===== src/rtl/twr_pkg.sv =====
package twr_pkg;
  typedef enum logic {PH_HDR = 1'b0, PH_DATA = 1'b1} phase_t;

  typedef struct packed {
    logic clear;
    logic shiftIn;
    logic shiftOut;
    logic loadRd;
    logic latchHdr;
  } dpCtl_t;
endpackage


===== src/rtl/twr_sync.sv =====
module twr_sync #(
  parameter int WIDTH = 3,
  parameter int STAGES = 2,
  parameter logic [WIDTH-1:0] RST_VAL = '0
) (
  input  logic             clk,
  input  logic             rstN,
  input  logic [WIDTH-1:0] din,
  output logic [WIDTH-1:0] dout
);
  logic [WIDTH-1:0] stage [STAGES];

  for (genvar g = 0; g < STAGES; g++) begin : gStage
    if (g == 0) begin : gFirst
      always_ff @(posedge clk or negedge rstN)
        if (!rstN) stage[g] <= RST_VAL;
        else       stage[g] <= din;
    end else begin : gNext
      always_ff @(posedge clk or negedge rstN)
        if (!rstN) stage[g] <= RST_VAL;
        else       stage[g] <= stage[g-1];
    end
  end

  assign dout = stage[STAGES-1];
endmodule


===== src/rtl/twr_ctrl.sv =====
module twr_ctrl
  import twr_pkg::*;
#(
  parameter int HDR_BITS = 9,
  parameter int DATA_BITS = 16,
  parameter int DEV_BITS = 3,
  parameter logic [DEV_BITS-1:0] DEV_ID = 1
) (
  input  logic                clk,
  input  logic                rstN,
  input  logic                selS,
  input  logic                clkS,
  input  logic [DEV_BITS-1:0] hdrDev,
  input  logic                hdrRd,
  output dpCtl_t              ctl,
  output logic                regStrobe,
  output logic                busDatOe
);
  localparam int MAXB  = (DATA_BITS > HDR_BITS) ? DATA_BITS : HDR_BITS;
  localparam int CNT_W = $clog2(MAXB);

  logic             clkPrev;
  phase_t           phase;
  logic [CNT_W-1:0] bitCnt;
  logic             isRead, isMatch, strobeQ, holdQ;
  logic             rise, hdrDone, dataDone;

  assign rise     = clkS & ~clkPrev & ~selS;
  assign hdrDone  = rise && phase == PH_HDR  && bitCnt == CNT_W'(HDR_BITS-1);
  assign dataDone = rise && phase == PH_DATA && bitCnt == CNT_W'(DATA_BITS-1);

  always_ff @(posedge clk or negedge rstN) begin
    if (!rstN) begin
      clkPrev <= 1'b0;
      phase   <= PH_HDR;
      bitCnt  <= '0;
      isRead  <= 1'b0;
      isMatch <= 1'b0;
      strobeQ <= 1'b0;
      holdQ   <= 1'b0;
    end else begin
      clkPrev <= clkS;
      strobeQ <= 1'b0;
      if (selS) begin
        phase  <= PH_HDR;
        bitCnt <= '0;
        holdQ  <= 1'b0;
      end else if (rise) begin
        holdQ <= 1'b0;
        if (phase == PH_HDR) begin
          if (hdrDone) begin
            phase   <= PH_DATA;
            bitCnt  <= '0;
            isRead  <= hdrRd;
            isMatch <= (hdrDev == DEV_ID);
            strobeQ <= hdrRd && (hdrDev == DEV_ID);
          end else begin
            bitCnt <= bitCnt + 1'b1;
          end
        end else begin
          if (dataDone) begin
            phase   <= PH_HDR;
            bitCnt  <= '0;
            strobeQ <= !isRead && isMatch;
            holdQ   <= isRead && isMatch;
          end else begin
            bitCnt <= bitCnt + 1'b1;
          end
        end
      end
    end
  end

  always_comb begin
    ctl          = '0;
    ctl.clear    = selS;
    ctl.shiftIn  = rise && (phase == PH_HDR || !isRead);
    ctl.shiftOut = rise && phase == PH_DATA && isRead;
    ctl.loadRd   = strobeQ && isRead && phase == PH_DATA;
    ctl.latchHdr = hdrDone;
  end

  assign regStrobe = strobeQ;
  assign busDatOe  = (phase == PH_DATA && isRead && isMatch) || holdQ;

  // access strobe lasts one cycle
  a_r4_strobe_single: assert property (@(posedge clk) disable iff (!rstN)
    regStrobe |=> !regStrobe);
  // a read strobe comes at the very start of the data phase
  a_r4_read_fetch_early: assert property (@(posedge clk) disable iff (!rstN)
    (regStrobe && isRead) |-> (phase == PH_DATA && bitCnt == '0));
  // a write strobe comes only after the data phase is over
  a_r5_write_after_last: assert property (@(posedge clk) disable iff (!rstN)
    (regStrobe && !isRead) |-> (phase == PH_HDR && bitCnt == '0));
  // the end of the data phase returns to header reception
  a_r6_back_to_header: assert property (@(posedge clk) disable iff (!rstN)
    dataDone |=> (phase == PH_HDR && bitCnt == '0));
  // a high select idles the bus side and releases the pin
  a_r1_deselect_idle: assert property (@(posedge clk) disable iff (!rstN)
    selS |=> (phase == PH_HDR && bitCnt == '0 && !busDatOe));
  // the pin is driven only for a matching device
  a_r7_drive_only_match: assert property (@(posedge clk) disable iff (!rstN)
    busDatOe |-> isMatch);
endmodule


===== src/rtl/twr_dpath.sv =====
module twr_dpath
  import twr_pkg::*;
#(
  parameter int HDR_BITS = 9,
  parameter int DATA_BITS = 16,
  parameter int DEV_BITS = 3,
  parameter int REG_BITS = 5
) (
  input  logic                 clk,
  input  logic                 rstN,
  input  dpCtl_t               ctl,
  input  logic                 datS,
  input  logic [DATA_BITS-1:0] regRdata,
  output logic [DEV_BITS-1:0]  hdrDev,
  output logic                 hdrRd,
  output logic [DEV_BITS-1:0]  regDev,
  output logic [REG_BITS-1:0]  regIdx,
  output logic                 regRead,
  output logic [DATA_BITS-1:0] regWdata,
  output logic                 busDatOut
);
  logic [DATA_BITS-1:0] shiftQ;
  logic [HDR_BITS-1:0]  hdrWord;
  logic                 outQ;

  assign hdrWord = {shiftQ[HDR_BITS-2:0], datS};
  assign hdrDev  = hdrWord[HDR_BITS-1 -: DEV_BITS];
  assign hdrRd   = hdrWord[REG_BITS];

  always_ff @(posedge clk or negedge rstN) begin
    if (!rstN) begin
      shiftQ  <= '0;
      outQ    <= 1'b0;
      regDev  <= '0;
      regIdx  <= '0;
      regRead <= 1'b0;
    end else begin
      if (ctl.clear) begin
        shiftQ <= '0;
        outQ   <= 1'b0;
      end else if (ctl.loadRd) begin
        shiftQ <= regRdata;
      end else if (ctl.shiftIn) begin
        shiftQ <= {shiftQ[DATA_BITS-2:0], datS};
      end else if (ctl.shiftOut) begin
        outQ   <= shiftQ[DATA_BITS-1];
        shiftQ <= {shiftQ[DATA_BITS-2:0], 1'b0};
      end
      if (ctl.latchHdr) begin
        regDev  <= hdrDev;
        regRead <= hdrRd;
        regIdx  <= hdrWord[REG_BITS-1:0];
      end
    end
  end

  assign regWdata  = shiftQ;
  assign busDatOut = outQ;

  // a high select leaves a cleared shift value and a low output bit
  a_r1_clear_shift: assert property (@(posedge clk) disable iff (!rstN)
    ctl.clear |=> (shiftQ == '0 && !busDatOut));
  // the word fetched at the read strobe is the one that gets shifted out
  a_r4_fetch_loaded: assert property (@(posedge clk) disable iff (!rstN)
    ctl.loadRd |=> (shiftQ == $past(regRdata)));
endmodule


===== src/rtl/twr_slave.sv =====
module twr_slave
  import twr_pkg::*;
#(
  parameter int DEV_BITS = 3,
  parameter int REG_BITS = 5,
  parameter int DATA_BITS = 16,
  parameter int SYNC_STAGES = 2,
  parameter logic [DEV_BITS-1:0] DEV_ID = 1
) (
  input  logic                 clk,
  input  logic                 rstN,
  input  logic                 busSel,
  input  logic                 busClk,
  input  logic                 busDatIn,
  output logic                 busDatOut,
  output logic                 busDatOe,
  output logic [DEV_BITS-1:0]  regDev,
  output logic [REG_BITS-1:0]  regIdx,
  output logic                 regRead,
  output logic [DATA_BITS-1:0] regWdata,
  input  logic [DATA_BITS-1:0] regRdata,
  output logic                 regStrobe
);
  localparam int HDR_BITS = DEV_BITS + 1 + REG_BITS;

  logic [2:0] pinsS;
  logic       selS, clkS, datS;
  dpCtl_t     ctl;
  logic [DEV_BITS-1:0] hdrDev;
  logic       hdrRd;

  twr_sync #(.WIDTH(3), .STAGES(SYNC_STAGES), .RST_VAL(3'b100)) uSync (
    .clk(clk), .rstN(rstN), .din({busSel, busClk, busDatIn}), .dout(pinsS));
  assign {selS, clkS, datS} = pinsS;

  twr_ctrl #(.HDR_BITS(HDR_BITS), .DATA_BITS(DATA_BITS), .DEV_BITS(DEV_BITS),
             .DEV_ID(DEV_ID)) uCtrl (
    .clk(clk), .rstN(rstN), .selS(selS), .clkS(clkS), .hdrDev(hdrDev),
    .hdrRd(hdrRd), .ctl(ctl), .regStrobe(regStrobe), .busDatOe(busDatOe));

  twr_dpath #(.HDR_BITS(HDR_BITS), .DATA_BITS(DATA_BITS), .DEV_BITS(DEV_BITS),
              .REG_BITS(REG_BITS)) uDpath (
    .clk(clk), .rstN(rstN), .ctl(ctl), .datS(datS), .regRdata(regRdata),
    .hdrDev(hdrDev), .hdrRd(hdrRd), .regDev(regDev), .regIdx(regIdx),
    .regRead(regRead), .regWdata(regWdata), .busDatOut(busDatOut));
endmodule


===== config.mk =====
export PLATFORM = sky130hd
export DESIGN_NAME = twr_slave
export DESIGN_NICKNAME = d
export VERILOG_FILES = /design/src/rtl/twr_pkg.sv /design/src/rtl/twr_sync.sv /design/src/rtl/twr_ctrl.sv /design/src/rtl/twr_dpath.sv /design/src/rtl/twr_slave.sv
export SDC_FILE = /design/constraint.sdc
export NUM_CORES = 1
export LEC_CHECK = 0
export BUFFER_PORTS_ARGS = -buffer_cell sky130_fd_sc_hd__buf_2
export CORE_ASPECT_RATIO = 1.75
export CORE_MARGIN = 1.5
export CORE_UTILIZATION = 47
export DETAILED_ROUTE_END_ITERATION = 7
export PLACE_DENSITY_LB_ADDON = 0.12
export SETUP_SLACK_MARGIN = 0.1
export SYNTH_ARGS = -nofsm -noshare
export SYNTH_HDL_FRONTEND = slang
export SYNTH_SLANG_ARGS = --single-unit

===== constraint.sdc =====
create_clock -name clk -period 1.39 [get_ports clk]
set_input_delay 0.2085 -clock clk [delete_from_list [all_inputs] [get_ports clk]]
set_output_delay 0.2085 -clock clk [all_outputs]
set_load 0.05 [all_outputs]

* Yosys cells after proc, flatten, opt, wreduce, memory -nomap -nowiden
Index checks and enable logic that the tools add are counted.
** Cells by class
- $add $sub $neg :: 1
- Equality and inequality tests :: 5
- Mux-type cells :: 27
- Reductions and logical operators :: 21
- Bitwise gates (word level) :: 5
** Operators by type and width (number)
- $mux 16 :: 4
- $mux 4 :: 5
- $mux 1 :: 18
- $logic_and 1x1->1 :: 13
- $eq 4x4->1 const B :: 2
- $add 4x1->4 const B :: 1
- $ne 2x1->1 const B :: 2
- $reduce_and 4->1 :: 1
- $reduce_bool 2->1 :: 2
- $reduce_bool 4->1 :: 1
- $eq 3x1->1 const B :: 1
- $not 1->1 :: 3
- $reduce_and 3->1 :: 1
- $and 1x1->1 :: 2
- $logic_or 1x1->1 :: 2
- $logic_not 1->1 :: 1
** Word-level totals
- Output and inout port bits :: 28
- Bits in registers :: 42
- Input port bits :: 21
- Logic and storage cells :: 73

* Logic depth before layout (Yosys ltp)
Gate-level depths: netlist of run 1.
- Depth after elaboration :: 9
- Gate-level depth with buffers :: 6
- Mapped depth without buffers :: 5

* By module
Synthesis of run 1 repeated with hierarchy kept, for this count alone.
** Unflattened totals
- Cell total of the unflattened synthesis :: 163
- Area, all modules :: 1968.1 µm²
** By module, submodules not included
- twr_dpath :: times used 1, area each 1236.2 µm², seq. area each 650.6 µm², cells an instance 100
- twr_ctrl :: times used 1, area each 556.8 µm², seq. area each 250.2 µm², cells an instance 54
- twr_sync :: times used 1, area each 175.2 µm², seq. area each 152.6 µm², cells an instance 9

* Worst setup path before layout of run 1
No wires, ideal clock.
- Path kind :: reg-to-reg
- Start point :: register uCtrl.bitCnt[0]
- End point :: register uCtrl.isMatch
- Data required time :: 1.265 ns
- Arrival time :: 1.375 ns
- Stages on the path, launching flop included :: 7
- Library setup time :: 0.125 ns
- Buffers on the path :: 1
- Clock period less this slack :: 1.500 ns
- Setup slack :: -0.110 ns
- Cell sequence :: dfrtp_1 > inv_1 > ha_1 > and4bb_4 > nand3b_4 > buf_6 > mux2_4
** Between the ends
- Cells in the longest elaborated chain, start to end :: 3
** RTL lines
- start, declared :: line twr_ctrl.sv:24 : logic [CNT_W-1:0] bitCnt;
- start signal, assigned :: line twr_ctrl.sv:58 : bitCnt <= bitCnt + 1'b1;
- start signal, assigned :: line twr_ctrl.sv:67 : bitCnt <= bitCnt + 1'b1;
- $eq 4x4->1 :: line twr_ctrl.sv:29 : assign hdrDone = rise && phase == PH_HDR && bitCnt == CNT_W'(HDR_BITS-1);
- $logic_and 1x1->1 :: line twr_ctrl.sv:29
- $reduce_and 4->1 (no source line)
- end signal, assigned :: line twr_ctrl.sv:55 : isMatch <= (hdrDev == DEV_ID);
- end, declared :: line twr_ctrl.sv:25 : logic isRead, isMatch, strobeQ, holdQ;
Every way passes these cells.
A chain may end at the register's enable or synchronous reset.

* Worst setup path in the final report of run 1
- Start point :: register uCtrl.bitCnt[1]
- End point :: register uDpath.regIdx[1]
** Between the ends
- Cells in the longest elaborated chain, start to end :: 2
** RTL lines
- $eq 4x4->1 :: line twr_ctrl.sv:29
- $logic_and 1x1->1 :: line twr_ctrl.sv:29
- end signal, assigned :: line twr_dpath.sv:52 : regIdx <= hdrWord[REG_BITS-1:0];
- end, declared :: line twr_dpath.sv:17 : output logic [REG_BITS-1:0] regIdx,
Every way passes these cells.

==> impl_results.rst, run 1 <==
.. list-table::
   :header-rows: 1

   * - Metric
     - Value
   * - Most instantiated flip-flop cell in the synthesis netlist
     - sky130_fd_sc_hd__dfrtp_1
   * - Placed Cells
     - between 200 and 300
   * - Average detailed-routed wire length per instance
     - 19.5 um
   * - Final Setup Violations
     - 16
   * - Via count of the first global-routing pass
     - 1730
   * - Slew of the pin with the lowest slew margin
     - just under 0.4 ns
   * - Yosys warning count
     - 0
   * - Sequential Power Share
     - 55.1%
   * - Failing checks
     - negative setup slack
   * - Number of inserted diodes
     - 0
   * - Number of failing hold endpoints at the final stage
     - 0
   * - Overall routing resource usage
     - 24.9%
   * - Synth Area per Inst
     - 11.1 um^2
   * - Instance area after placement
     - 0.00229 mm^2
   * - Largest driver fanout on the critical path
     - 6
   * - List of cells traversed by the critical path
     - inv_2, ha_4, and4bb_4, nand3b_4, mux2_4
   * - Largest net degree at the start of global routing
     - 43
   * - Sequential element share of the synthesized area
     - 55.2%
   * - Final worst-path setup slack
     - -0.140 ns
   * - Most common cell after layout, fill and taps aside
     - sky130_fd_sc_hd__buf_2
   * - Period Utilization, post-route
     - 110%
   * - Final net count
     - 271
   * - HPWL reported at the end of detailed placement
     - 3230 um
   * - Hold Slack
     - 0.00487 ns
   * - Wire length of the first global-routing pass
     - 8230 um
   * - Pre-antenna DRT Iters
     - 4
   * - CTS tree
     - done
   * - Path type of the worst min-delay path
     - primary input to flip-flop
   * - Maximum level of the CTS H-tree
     - 2
   * - I/O pin cnt
     - 49
   * - Number of remaining DRC errors
     - 0
   * - Headroom to the max-slew limit
     - 74.2%
   * - Die area
     - 0.00447 mm^2
   * - Core ar.
     - 0.00387 mm^2
   * - Post-synth cell types
     - 36
   * - Count of max-cap constraint violations
     - 0
   * - Leakage power total
     - between 1 and 1.5 nW
   * - Internal power component
     - roughly 1.7 mW
   * - Number of nets in the synthesized netlist
     - between 150 and 200
   * - Count of mapped cells out of synthesis
     - 172
   * - PnR Total Power
     - 2.28 mW
   * - Number of buffers added on ports
     - 48
   * - Async S/R FF share, synth
     - 100%
   * - Final critical delay including setup and external delays
     - around 1.5 ns
   * - Critical path endpoint category
     - flip-flop
   * - Via total after detailed routing
     - 1713
   * - Critical Path RT
     - ~1.6 ns
   * - Largest clock skew in the final design
     - 0.00796 ns
   * - Height of the die
     - 87.3 um
   * - Syn-to-layout area delta
     - 55.0%
   * - Areal power density over the cells
     - 771 mW/mm^2
   * - Number of vias per cell after detailed routing
     - 5.77
   * - Site Rows
     - 30
   * - Crit Path Category
     - flip-flop to flip-flop
   * - Net Switching
     - roughly 0.55 mW
   * - Clock latency at the later pin of the worst-skew pair
     - 0.30 ns
   * - Initial antenna violation count
     - 0
   * - Root cell of the clock tree
     - sky130_fd_sc_hd__clkbuf_8
   * - FF+latch count, synth
     - 42
   * - Clock share of power
     - approximately 36%
   * - Worst setup slack before clock tree synthesis
     - -0.222 ns
   * - Max Freq
     - between 0.6 and 0.7 GHz
   * - Run status
     - finished, violations left
   * - Number of enable flip-flop cells after synthesis
     - 0
   * - Top library cells by usage in the layout, fill and taps aside
     - 45 x sky130_fd_sc_hd__buf_2, 36 x sky130_fd_sc_hd__dfrtp_1, 28 x sky130_fd_sc_hd__nand2_1
   * - Clk sinks
     - 42
   * - Max-slew violation count
     - 0
   * - Highest cell delay on the worst timing path
     - 0.40 ns
   * - Final estimated routing congestion in global placement
     - 0.878
   * - Power share of the combinational group
     - 9.1%
   * - Number of nets with antenna violations after detailed routing
     - 0
   * - Highest-delay cell along the critical path
     - sky130_fd_sc_hd__dfrtp_1
   * - Final cell count without fillers
     - 297
   * - Clock buffers created by TritonCTS
     - 5
   * - Data arrival at the endpoint of the critical path
     - around 1.7 ns
   * - Total wire length
     - 5780 um
   * - Die W
     - 51.2 um
   * - Clock transition at the register clock pins on the worst setup and hold paths after CTS
     - 0.07 ns
   * - Worst-case clock buffer depth
     - 2
   * - Nature of the critical path startpoint
     - flip-flop
   * - Final std cell area, no fill
     - 0.00296 mm^2
   * - Initial cell density of the core
     - 49.4%
   * - Number of DRC violations after detailed-routing iteration 0
     - 40
   * - Mapped Area
     - 0.00191 mm^2
   * - Remaining Overflow, GRT
     - 0
   * - Fraction of power spent switching nets
     - 24.0%
   * - Maximum VDD drop
     - roughly 0.00064 V
   * - Setup repair after global routing missed its margin
     - true
   * - Fraction of final layout cells sized beyond drive strength 1
     - 65.9%
==> power groups by stage <==
stage,sequential (mW),combinational (mW),clock (mW)
after floorplan,1.28,0.0440,0
after global placement,1.27,0.131,0
after detailed placement,1.27,0.136,0
after CTS,1.25,0.180,0.831
after global routing,1.26,0.221,0.874
final,1.25,0.208,0.817
==> final timing paths <==
kind | slack [ns] | depth (start not counted) | end | startpoint
max | -0.14 | 5 | uDpath.regIdx[1] | uCtrl.bitCnt[1]
min | 0.005 | 1 | uSync.stage[5] | busSel
max reg2reg | -0.14 | 5 | uDpath.regIdx[1] | uCtrl.bitCnt[1]
min reg2reg | 0.35 | 0 | uSync.dout[0] | uSync.stage[3]
max in group asynchronous | 0.69 | 3 | uSync.dout[2] | rstN
min in group asynchronous | 0.42 | 3 | uDpath.regWdata[1] | rstN
==> registers in the layout, indices dropped and copies added (netlist names), 3 cells and up <==
name / cells
uCtrl.bitCnt: 4
uDpath.regDev: 3
uDpath.regIdx: 5
uDpath.regWdata: 16
uSync.dout: 3
uSync.stage: 3
==> cell usage after synthesis (2+ instances only) <==
library cell,count,area [um^2]
sky130_fd_sc_hd__a21oi_1,4,20.0
sky130_fd_sc_hd__a311oi_1,15,131
sky130_fd_sc_hd__buf_1,2,7.51
sky130_fd_sc_hd__buf_6,3,33.8
sky130_fd_sc_hd__clkbuf_1,7,26.3
sky130_fd_sc_hd__dfrtp_1,40,1000
sky130_fd_sc_hd__dfstp_2,2,52.6
sky130_fd_sc_hd__ha_1,2,25.0
sky130_fd_sc_hd__inv_1,2,7.51
sky130_fd_sc_hd__mux2_4,10,150
sky130_fd_sc_hd__nand2_1,37,139
sky130_fd_sc_hd__nand3_1,5,25.0
sky130_fd_sc_hd__nand3b_1,2,15.0
sky130_fd_sc_hd__nor2_1,15,56.3
sky130_fd_sc_hd__o21ai_0,2,10.0
sky130_fd_sc_hd__or3_1,3,18.8
sky130_fd_sc_hd__or4_1,2,15.0
==> logic make-up (layout without fill, tap and decap cells) <==
kind of cell	Yosys count	in the layout	share of synthesized area [%]
compound gates	28	28	11.5
buf+inv	15	91	4.33
flops	42	42	55.2
mux	11	11	8.46
simple gates	74	75	19.2
fa+ha+maj	2	2	1.31
==> final cells by class <==
class / instances / area, um^2
fillers: 232 / 908
well taps: 48 / 60.1
clock buffers: 7 / 86.3
clock inverters: 1 / 5.00
flip-flops and latches: 42 / 1060
repair buffers: 81 / 643
multi-input cells: 116 / 1100
inverters: 2 / 7.51
==> what timing repair did <==
action / CTS / global route
gates resized for setup: 33 / 57
endpoints found under the hold margin: 40 / 0
endpoints found under the setup margin: 37 / 37
hold buffers: 1 / 0
gates cloned: 2 / 3
buffers inserted: 7 / 4
pin swaps: 8 / 25
==> stage by stage <==
stage               util, %  TNS (ns)
global route           76.5     -2.29
detailed placement     59.2     -2.71
CTS                    68.6     -1.52
global placement       59.2     -1.41
floorplan                 -     -1.14
finish                 76.5     -1.59
==> routing by layer <==
metal	part of all wire [%]	global-route usage, %	vias up
met3	4.4	4.81	16
met1	37	29.8	872
met4	3.3	12.3	0
met5	0	0	-
li1	-	-	769
met2	56	41.9	56
==> critical path, delay by kind of cell (launching register included) <==
family | cells | cell delay [ns]
and+or+nand+nor | 2 | 0.47
buffers and inverters | 1 | 0.09
adders and majority gates | 1 | 0.12
muxes | 1 | 0.33
DFF | 1 | 0.40
Note: power is estimated with default switching activity, not from simulation.
==> run 2, diff against run 1 <==
--- a/config.mk
+++ b/config.mk
@@ -8,9 +8,10 @@
 export BUFFER_PORTS_ARGS = -buffer_cell sky130_fd_sc_hd__buf_2
 export CORE_ASPECT_RATIO = 1.75
 export CORE_MARGIN = 1.5
-export CORE_UTILIZATION = 47
+export CORE_UTILIZATION = 55
 export DETAILED_ROUTE_END_ITERATION = 7
 export PLACE_DENSITY_LB_ADDON = 0.12
+export REMOVE_ABC_BUFFERS = 1
 export SETUP_SLACK_MARGIN = 0.1
 export SYNTH_ARGS = -nofsm -noshare
 export SYNTH_HDL_FRONTEND = slang
==> constraint.sdc (replaced) <==
create_clock -name clk -period 1.9 [get_ports clk]
set_input_delay 0.285 -clock clk [delete_from_list [all_inputs] [get_ports clk]]
set_output_delay 0.285 -clock clk [all_outputs]
set_load 0.05 [all_outputs]
==> impl_results.rst, run 2 (synthesis gave the netlist of run 1 again) <==
.. list-table::
   :header-rows: 1

   * - Metric
     - Value
   * - Number of vias per cell after detailed routing
     - 5.73 (-0.66%)
   * - Number of cells on the critical path
     - 5 (unchanged)
   * - HPWL reported at the end of detailed placement
     - 2980 um (-7.6%)
   * - List of cells traversed by the critical path
     - inv_1, ha_1, and4bb_4, nand3b_4, mux2_4
   * - Clock buffers created by TritonCTS
     - 5 (unchanged)
   * - Die area
     - 0.00385 mm^2 (-14%)
   * - Clock transition at the register clock pins on the worst setup and hold paths after CTS
     - 0.08 ns (about the same)
   * - Number of flip-flops in the largest register
     - 16 (unchanged)
   * - Initial cell density of the core
     - 56.7% (+7.4 points)
   * - Path type of the worst min-delay path
     - primary input to async pin
   * - Number of DRC violations after detailed-routing iteration 0
     - 28 (-30%)
   * - Wire length of the first global-routing pass
     - 6870 um (-17%)
   * - Final estimated routing congestion in global placement
     - 0.740 (-16%)
   * - Worst-case clock buffer depth
     - 2 (unchanged)
   * - Pre-antenna DRT Iters
     - 4 (unchanged)
   * - Hold bufs inserted after CTS
     - 0 (-1)
   * - Number of nets with antenna violations after detailed routing
     - 0 (unchanged)
   * - Critical register-to-register path startpoint
     - uCtrl.bitCnt[0]
   * - Crit Path Category
     - flip-flop to flip-flop
   * - Final net count
     - 243 (-10%)
   * - Critical Path RT
     - 2.07 ns (+0.49 ns)
   * - Total wire length
     - 4250 um (-27%)
   * - Setup repair after global routing missed its margin
     - false
   * - Largest driver fanout on the critical path
     - 11 (+5)
   * - Worst r2r path cells
     - 5 (unchanged)
   * - Number of failing hold endpoints at the final stage
     - 0 (unchanged)
   * - CTS tree
     - done
   * - Fraction of final layout cells sized beyond drive strength 1
     - 36.2% (-30 points)
   * - Launch point of the worst path
     - uCtrl.bitCnt[0]
   * - Overall routing resource usage
     - 25.1% (+0.22 points)
   * - Core ar.
     - 0.00336 mm^2 (-13%)
   * - Site Rows
     - 28 (-6.7%)
   * - Period Utilization, post-route
     - 86.6% (-23 points)
   * - Number of remaining DRC errors
     - 0 (unchanged)
   * - Highest-delay cell along the critical path
     - sky130_fd_sc_hd__dfrtp_1
   * - Number of buffers added on ports
     - 48 (unchanged)
   * - Capture point of the worst reg-to-reg path
     - uDpath.regIdx[1]
   * - Worst path buffer plus inverter count
     - 1 (unchanged)
   * - Via count of the first global-routing pass
     - 1510 (-13%)
   * - Headroom to the max-slew limit
     - 65.4% (-8.8 points)
   * - Top library cells by usage in the layout, fill and taps aside
     - 48 x sky130_fd_sc_hd__buf_2, 40 x sky130_fd_sc_hd__dfrtp_1, 37 x sky130_fd_sc_hd__nand2_1
   * - Run status
     - finished, final reports clean
   * - Final cell count without fillers
     - 266 (-10%)
   * - Initial antenna violation count
     - 0 (unchanged)
   * - Max-slew violation count
     - 0 (unchanged)
   * - Max Freq
     - 0.608 GHz (-7.0%)
   * - Setup TNS after final layout
     - 0 ns (+1.59 ns)
   * - Largest net degree at the start of global routing
     - 43 (unchanged)
   * - Via total after detailed routing
     - 1524 (-11%)
   * - Clk sinks
     - 42 (unchanged)
   * - Data arrival at the endpoint of the critical path
     - 1.82 ns (+0.10 ns)
   * - Clock latency at the later pin of the worst-skew pair
     - 0.29 ns (about the same)
   * - Most common cell after layout, fill and taps aside
     - sky130_fd_sc_hd__buf_2
   * - Capturing element of the worst setup path
     - uDpath.regIdx[1]
   * - Nature of the critical path startpoint
     - flip-flop
   * - Worst R2R Setup Slack
     - 0.25 ns (+0.39 ns)
   * - Critical path endpoint category
     - flip-flop
   * - Maximum VDD drop
     - 0.000739 V (+15%)
   * - Remaining Overflow, GRT
     - 0 (unchanged)
   * - Final critical delay including setup and external delays
     - 1.65 ns (+0.115 ns)
   * - Syn-to-layout area delta
     - 18.8%
   * - Highest cell delay on the worst timing path
     - 0.42 ns (+0.02 ns)
   * - Final Setup Violations
     - 0 (-16)
   * - Root cell of the clock tree
     - sky130_fd_sc_hd__clkbuf_8
   * - Post-CTS setup buffers
     - 0 (-7)
   * - Count of max-cap constraint violations
     - 0 (unchanged)
   * - Number of inserted diodes
     - 0 (unchanged)
   * - Gate family responsible for the most delay along the worst path
     - simple AND/OR/NAND/NOR gates
   * - Areal power density over the cells
     - 698 mW/mm^2 (-9.4%)
   * - I/O pin cnt
     - 49 (unchanged)
   * - Maximum level of the CTS H-tree
     - 2 (unchanged)
   * - Height of the die
     - 80.9 um (-7.3%)
   * - Leakage power total
     - 1.14 nW (-20%)
   * - Die W
     - 47.5 um (-7.1%)
   * - Placed Cells
     - 258 (-5.1%)
   * - Post-cts resize count
     - 0 (-100%)
   * - Average detailed-routed wire length per instance
     - 16.0 um (-18%)
   * - Slew of the pin with the lowest slew margin
     - 0.519 ns (+0.132 ns)
   * - Largest clock skew in the final design
     - 0.00499 ns (-0.00297 ns)
-- run 2: cell types whose count changed in the layout (fill, tap and decap cells not counted), sizes merged --
cell         delta
nand3b          -1
dlygate4sd3     -1
buf            -23
clkbuf          -3
-- run 2: metal layers --
metal	GRT usage [%]	vias to the layer above	routed length, um
met5	0	-	0
met4	10.6	0	62
met2	43.1	42	2330
met1	27.9	772	1720
met3	6.22	6	142
li1	-	704	-
-- run 2: power breakdown --
part           total (mW)  internal (mW)  switching, mW
combinational      0.0841         0.0302         0.0539
sequential          0.918          0.906         0.0120
clock               0.579          0.293          0.286
total                1.58           1.23          0.352
-- run 2: area by class of cell --
class,instances,area (um^2)
inverters,2,7.51
repair buffers,54,285
flip-flops and latches,42,1050
clock inverters,1,5.00
fillers,291,1100
clock buffers,7,86.3
multi-input cells,115,772
well taps,45,56.3
-- run 2: through the flow --
stage / total power, mW / cell area [um^2] / hold slack, ns / util (%) / setup slack, ns
floorplan: 0.961 / 1830 / -0.0106 / - / 0.101
global placement: 1.02 / 2170 / 0.334 / 64.7 / 0.343
detailed placement: 1.02 / 2170 / 0.340 / 64.7 / 0.266
CTS: 1.60 / 2270 / 0.0636 / 67.4 / 0.255
global route: 1.65 / 2270 / 0.0747 / 67.4 / 0.186
finish: 1.58 / 2270 / 0.0458 / 67.4 / 0.255
-- run 2: how the worst min path moves through the flow --
stage                         startpoint               to  slack (ns)
after floorplan                     rstN  uCtrl.bitCnt[0]       -0.01
after global placement    uSync.stage[3]    uSync.dout[0]        0.33
after detailed placement  uSync.stage[3]    uSync.dout[0]        0.34
after CTS                           rstN   uSync.stage[4]        0.06
after global routing              busSel   uSync.stage[5]        0.07
final                               rstN      uCtrl.phase        0.05
==> run 3, diff against run 2 <==
--- a/config.mk
+++ b/config.mk
@@ -11,7 +11,6 @@
 export CORE_UTILIZATION = 55
 export DETAILED_ROUTE_END_ITERATION = 7
 export PLACE_DENSITY_LB_ADDON = 0.12
-export REMOVE_ABC_BUFFERS = 1
 export SETUP_SLACK_MARGIN = 0.1
 export SYNTH_ARGS = -nofsm -noshare
 export SYNTH_HDL_FRONTEND = slang
==> impl_results.rst, run 3 (synthesis gave the netlist of run 1 again) <==
.. list-table::
   :header-rows: 1

   * - Metric
     - Value
   * - Max Freq
     - 0.612 GHz (+0.68%)
   * - Data arrival at the endpoint of the critical path
     - 1.81 ns (about the same)
   * - Top library cells by usage in the layout, fill and taps aside
     - 48 x sky130_fd_sc_hd__buf_2, 40 x sky130_fd_sc_hd__dfrtp_1, 37 x sky130_fd_sc_hd__nand2_1
   * - Height of the die
     - 80.9 um (unchanged)
   * - Number of flip-flops in the largest register
     - 16 (unchanged)
   * - HPWL reported at the end of detailed placement
     - 2770 um (-7.1%)
   * - Number of nets with antenna violations after detailed routing
     - 0 (unchanged)
   * - Final Setup Violations
     - 0 (unchanged)
   * - Number of buffers added on ports
     - 48 (unchanged)
   * - Met3 wire length
     - 153 um (+7.7%)
   * - Average detailed-routed wire length per instance
     - 14.6 um (-8.5%)
   * - List of cells traversed by the critical path
     - inv_1, ha_1, and4bb_4, nand3b_4, mux2_4
   * - Areal power density over the cells
     - 693 mW/mm^2 (-0.70%)
   * - Clk sinks
     - 42 (unchanged)
   * - Setup TNS after final layout
     - 0 ns (unchanged)
   * - Fraction of final layout cells sized beyond drive strength 1
     - 36.2% (unchanged)
   * - Initial cell density of the core
     - 56.7% (unchanged)
   * - Die area
     - 0.00385 mm^2 (unchanged)
   * - Final net count
     - 243 (unchanged)
   * - Initial antenna violation count
     - 0 (unchanged)
   * - Clock latency at the later pin of the worst-skew pair
     - 0.29 ns (about the same)
   * - Slew of the pin with the lowest slew margin
     - 0.510 ns (-0.00921 ns)
   * - Overall routing resource usage
     - 21.7% (-3.4 points)
   * - Root cell of the clock tree
     - sky130_fd_sc_hd__clkbuf_8
   * - PnR Total Power
     - 1.57 mW (-0.70%)
   * - Final std cell area, no fill
     - 0.00227 mm^2 (unchanged)
   * - Final critical delay including setup and external delays
     - 1.63 ns (-0.0111 ns)
   * - Area of combinational cells with multiple inputs
     - 772 um^2 (unchanged)
   * - Number of failing hold endpoints at the final stage
     - 0 (unchanged)
   * - Remaining Overflow, GRT
     - 0 (unchanged)
   * - Nature of the critical path startpoint
     - flip-flop
   * - Gate family responsible for the most delay along the worst path
     - simple AND/OR/NAND/NOR gates
   * - Number of remaining DRC errors
     - 0 (unchanged)
   * - Maximum VDD drop
     - 0.000556 V (-25%)
   * - Layout Utilization
     - 67.4% (unchanged)
   * - Setup repair after global routing missed its margin
     - false
   * - Highest-delay cell along the critical path
     - sky130_fd_sc_hd__dfrtp_1
   * - Period Utilization, post-route
     - 86.0% (-0.58 points)
   * - Run status
     - finished, final reports clean
   * - Number of inserted diodes
     - 0 (unchanged)
   * - Path type of the worst min-delay path
     - primary input to async pin
   * - Capture point of the worst reg-to-reg path
     - uDpath.regIdx[4]
   * - Number of DRC violations after detailed-routing iteration 0
     - 22 (-21%)
   * - Pre-antenna DRT Iters
     - 4 (unchanged)
   * - Clock transition at the register clock pins on the worst setup and hold paths after CTS
     - 0.07 ns (about the same)
   * - Most common cell after layout, fill and taps aside
     - sky130_fd_sc_hd__buf_2
   * - Critical register-to-register path startpoint
     - uCtrl.bitCnt[0]
   * - Post-CTS setup buffers
     - 0 (unchanged)
   * - Largest clock skew in the final design
     - 0.00280 ns (-0.00220 ns)
   * - Highest Signal Layer
     - met4
   * - Wire length of the first global-routing pass
     - 6040 um (-12%)
   * - Worst-case clock buffer depth
     - 2 (unchanged)
   * - Metal2 WL
     - 2090 um (-10%)
   * - I/O pin cnt
     - 49 (unchanged)
   * - Crit Path Category
     - flip-flop to flip-flop
   * - Count of max-cap constraint violations
     - 0 (unchanged)
   * - Number of vias per cell after detailed routing
     - 5.61 (-2.1%)
   * - Instance area after placement
     - 0.00217 mm^2 (unchanged)
   * - Worst path buffer plus inverter count
     - 1 (unchanged)
   * - M1 wire length
     - 1610 um (-5.9%)
   * - Worst R2R Setup Slack
     - 0.27 ns (about the same)
   * - Leakage power total
     - 1.14 nW (unchanged)
   * - Final estimated routing congestion in global placement
     - 0.770 (+3.9%)
   * - Critical Path RT
     - 2.07 ns (about the same)
   * - Maximum level of the CTS H-tree
     - 2 (unchanged)
   * - Headroom to the max-slew limit
     - 66.0% (+0.61 points)
   * - Via total after detailed routing
     - 1492 (-2.1%)
   * - Syn-to-layout area delta
     - 18.8% (unchanged)
   * - Hold bufs inserted after CTS
     - 0 (unchanged)
   * - Max-slew violation count
     - 0 (unchanged)
   * - Site Rows
     - 28 (unchanged)
   * - Post-cts resize count
     - 0 (unchanged)
   * - Largest driver fanout on the critical path
     - 11 (unchanged)
   * - Via count of the first global-routing pass
     - 1379 (-8.7%)
   * - Number of fillers in the final layout
     - 283 (-2.7%)
   * - Critical path endpoint category
     - flip-flop
   * - Worst r2r path cells
     - 5 (unchanged)
   * - Area occupied by registers
     - 0.00105 mm^2 (unchanged)
   * - Highest cell delay on the worst timing path
     - 0.41 ns (about the same)
   * - Die W
     - 47.5 um (unchanged)
   * - CTS tree
     - done
   * - Total wire length
     - 3880 um (-8.5%)
   * - Largest net degree at the start of global routing
     - 43 (unchanged)
   * - Clock buffers created by TritonCTS
     - 5 (unchanged)
   * - Core ar.
     - 0.00336 mm^2 (unchanged)
==> run 3: where the power goes <==
group,switching [mW],internal (mW)
Combinational,0.0553,0.0303
Clock,0.277,0.293
Sequential,0.00908,0.907
==> run 3: metrics by stage <==
stage	hold slack [ns]	instances	worst slack, ns
final	0.0533	266	0.266
after global routing	0.0777	266	0.194
after floorplan	-0.0106	172	0.400
after detailed placement	0.337	258	0.263
after global placement	0.336	258	0.341
after CTS	0.0698	266	0.251
==> run 3: final cells by class <==
class                      instances  area share (%)
timing repair buffer              54            12.6
multi-input combinational        115            34.1
tap                               45            2.48
clock buffer                       7            3.81
sequential                        42            46.5
inverter                           2           0.331
clock inverter                     1           0.221
==> run 3: worst reg2reg max path, delay by kind of cell (launching register included) <==
family                   cells  cell delay [ns]
multiplexers                 1             0.36
adder cells (fa/ha/maj)      1             0.15
buffers and inverters        1             0.09
flip-flops                   1             0.41
AND/OR/NAND/NOR              2             0.50
==> run 3: how the worst max path moves through the flow <==
| stage | start | to | slack [ns] | cells past startpoint |
|---|---|---|---|---|
| after floorplan | uCtrl.bitCnt[0] | uCtrl.isMatch | 0.40 | 6 |
| after detailed placement | uCtrl.bitCnt[0] | uCtrl.isMatch | 0.26 | 5 |
| after CTS | uCtrl.bitCnt[0] | uDpath.regDev[2] | 0.25 | 5 |
| after global placement | uCtrl.bitCnt[0] | uDpath.regIdx[3] | 0.34 | 5 |
| final | uCtrl.bitCnt[0] | uDpath.regIdx[4] | 0.27 | 5 |
| after global routing | uCtrl.bitCnt[0] | uDpath.regIdx[4] | 0.19 | 5 |
==> run 3: layer usage <==
metal  up-vias  global-route usage, %
li1        705                      -
met1       739                   26.4
met2        44                   35.4
met3         4                   6.00
met4         0                   8.06
met5         -                      0
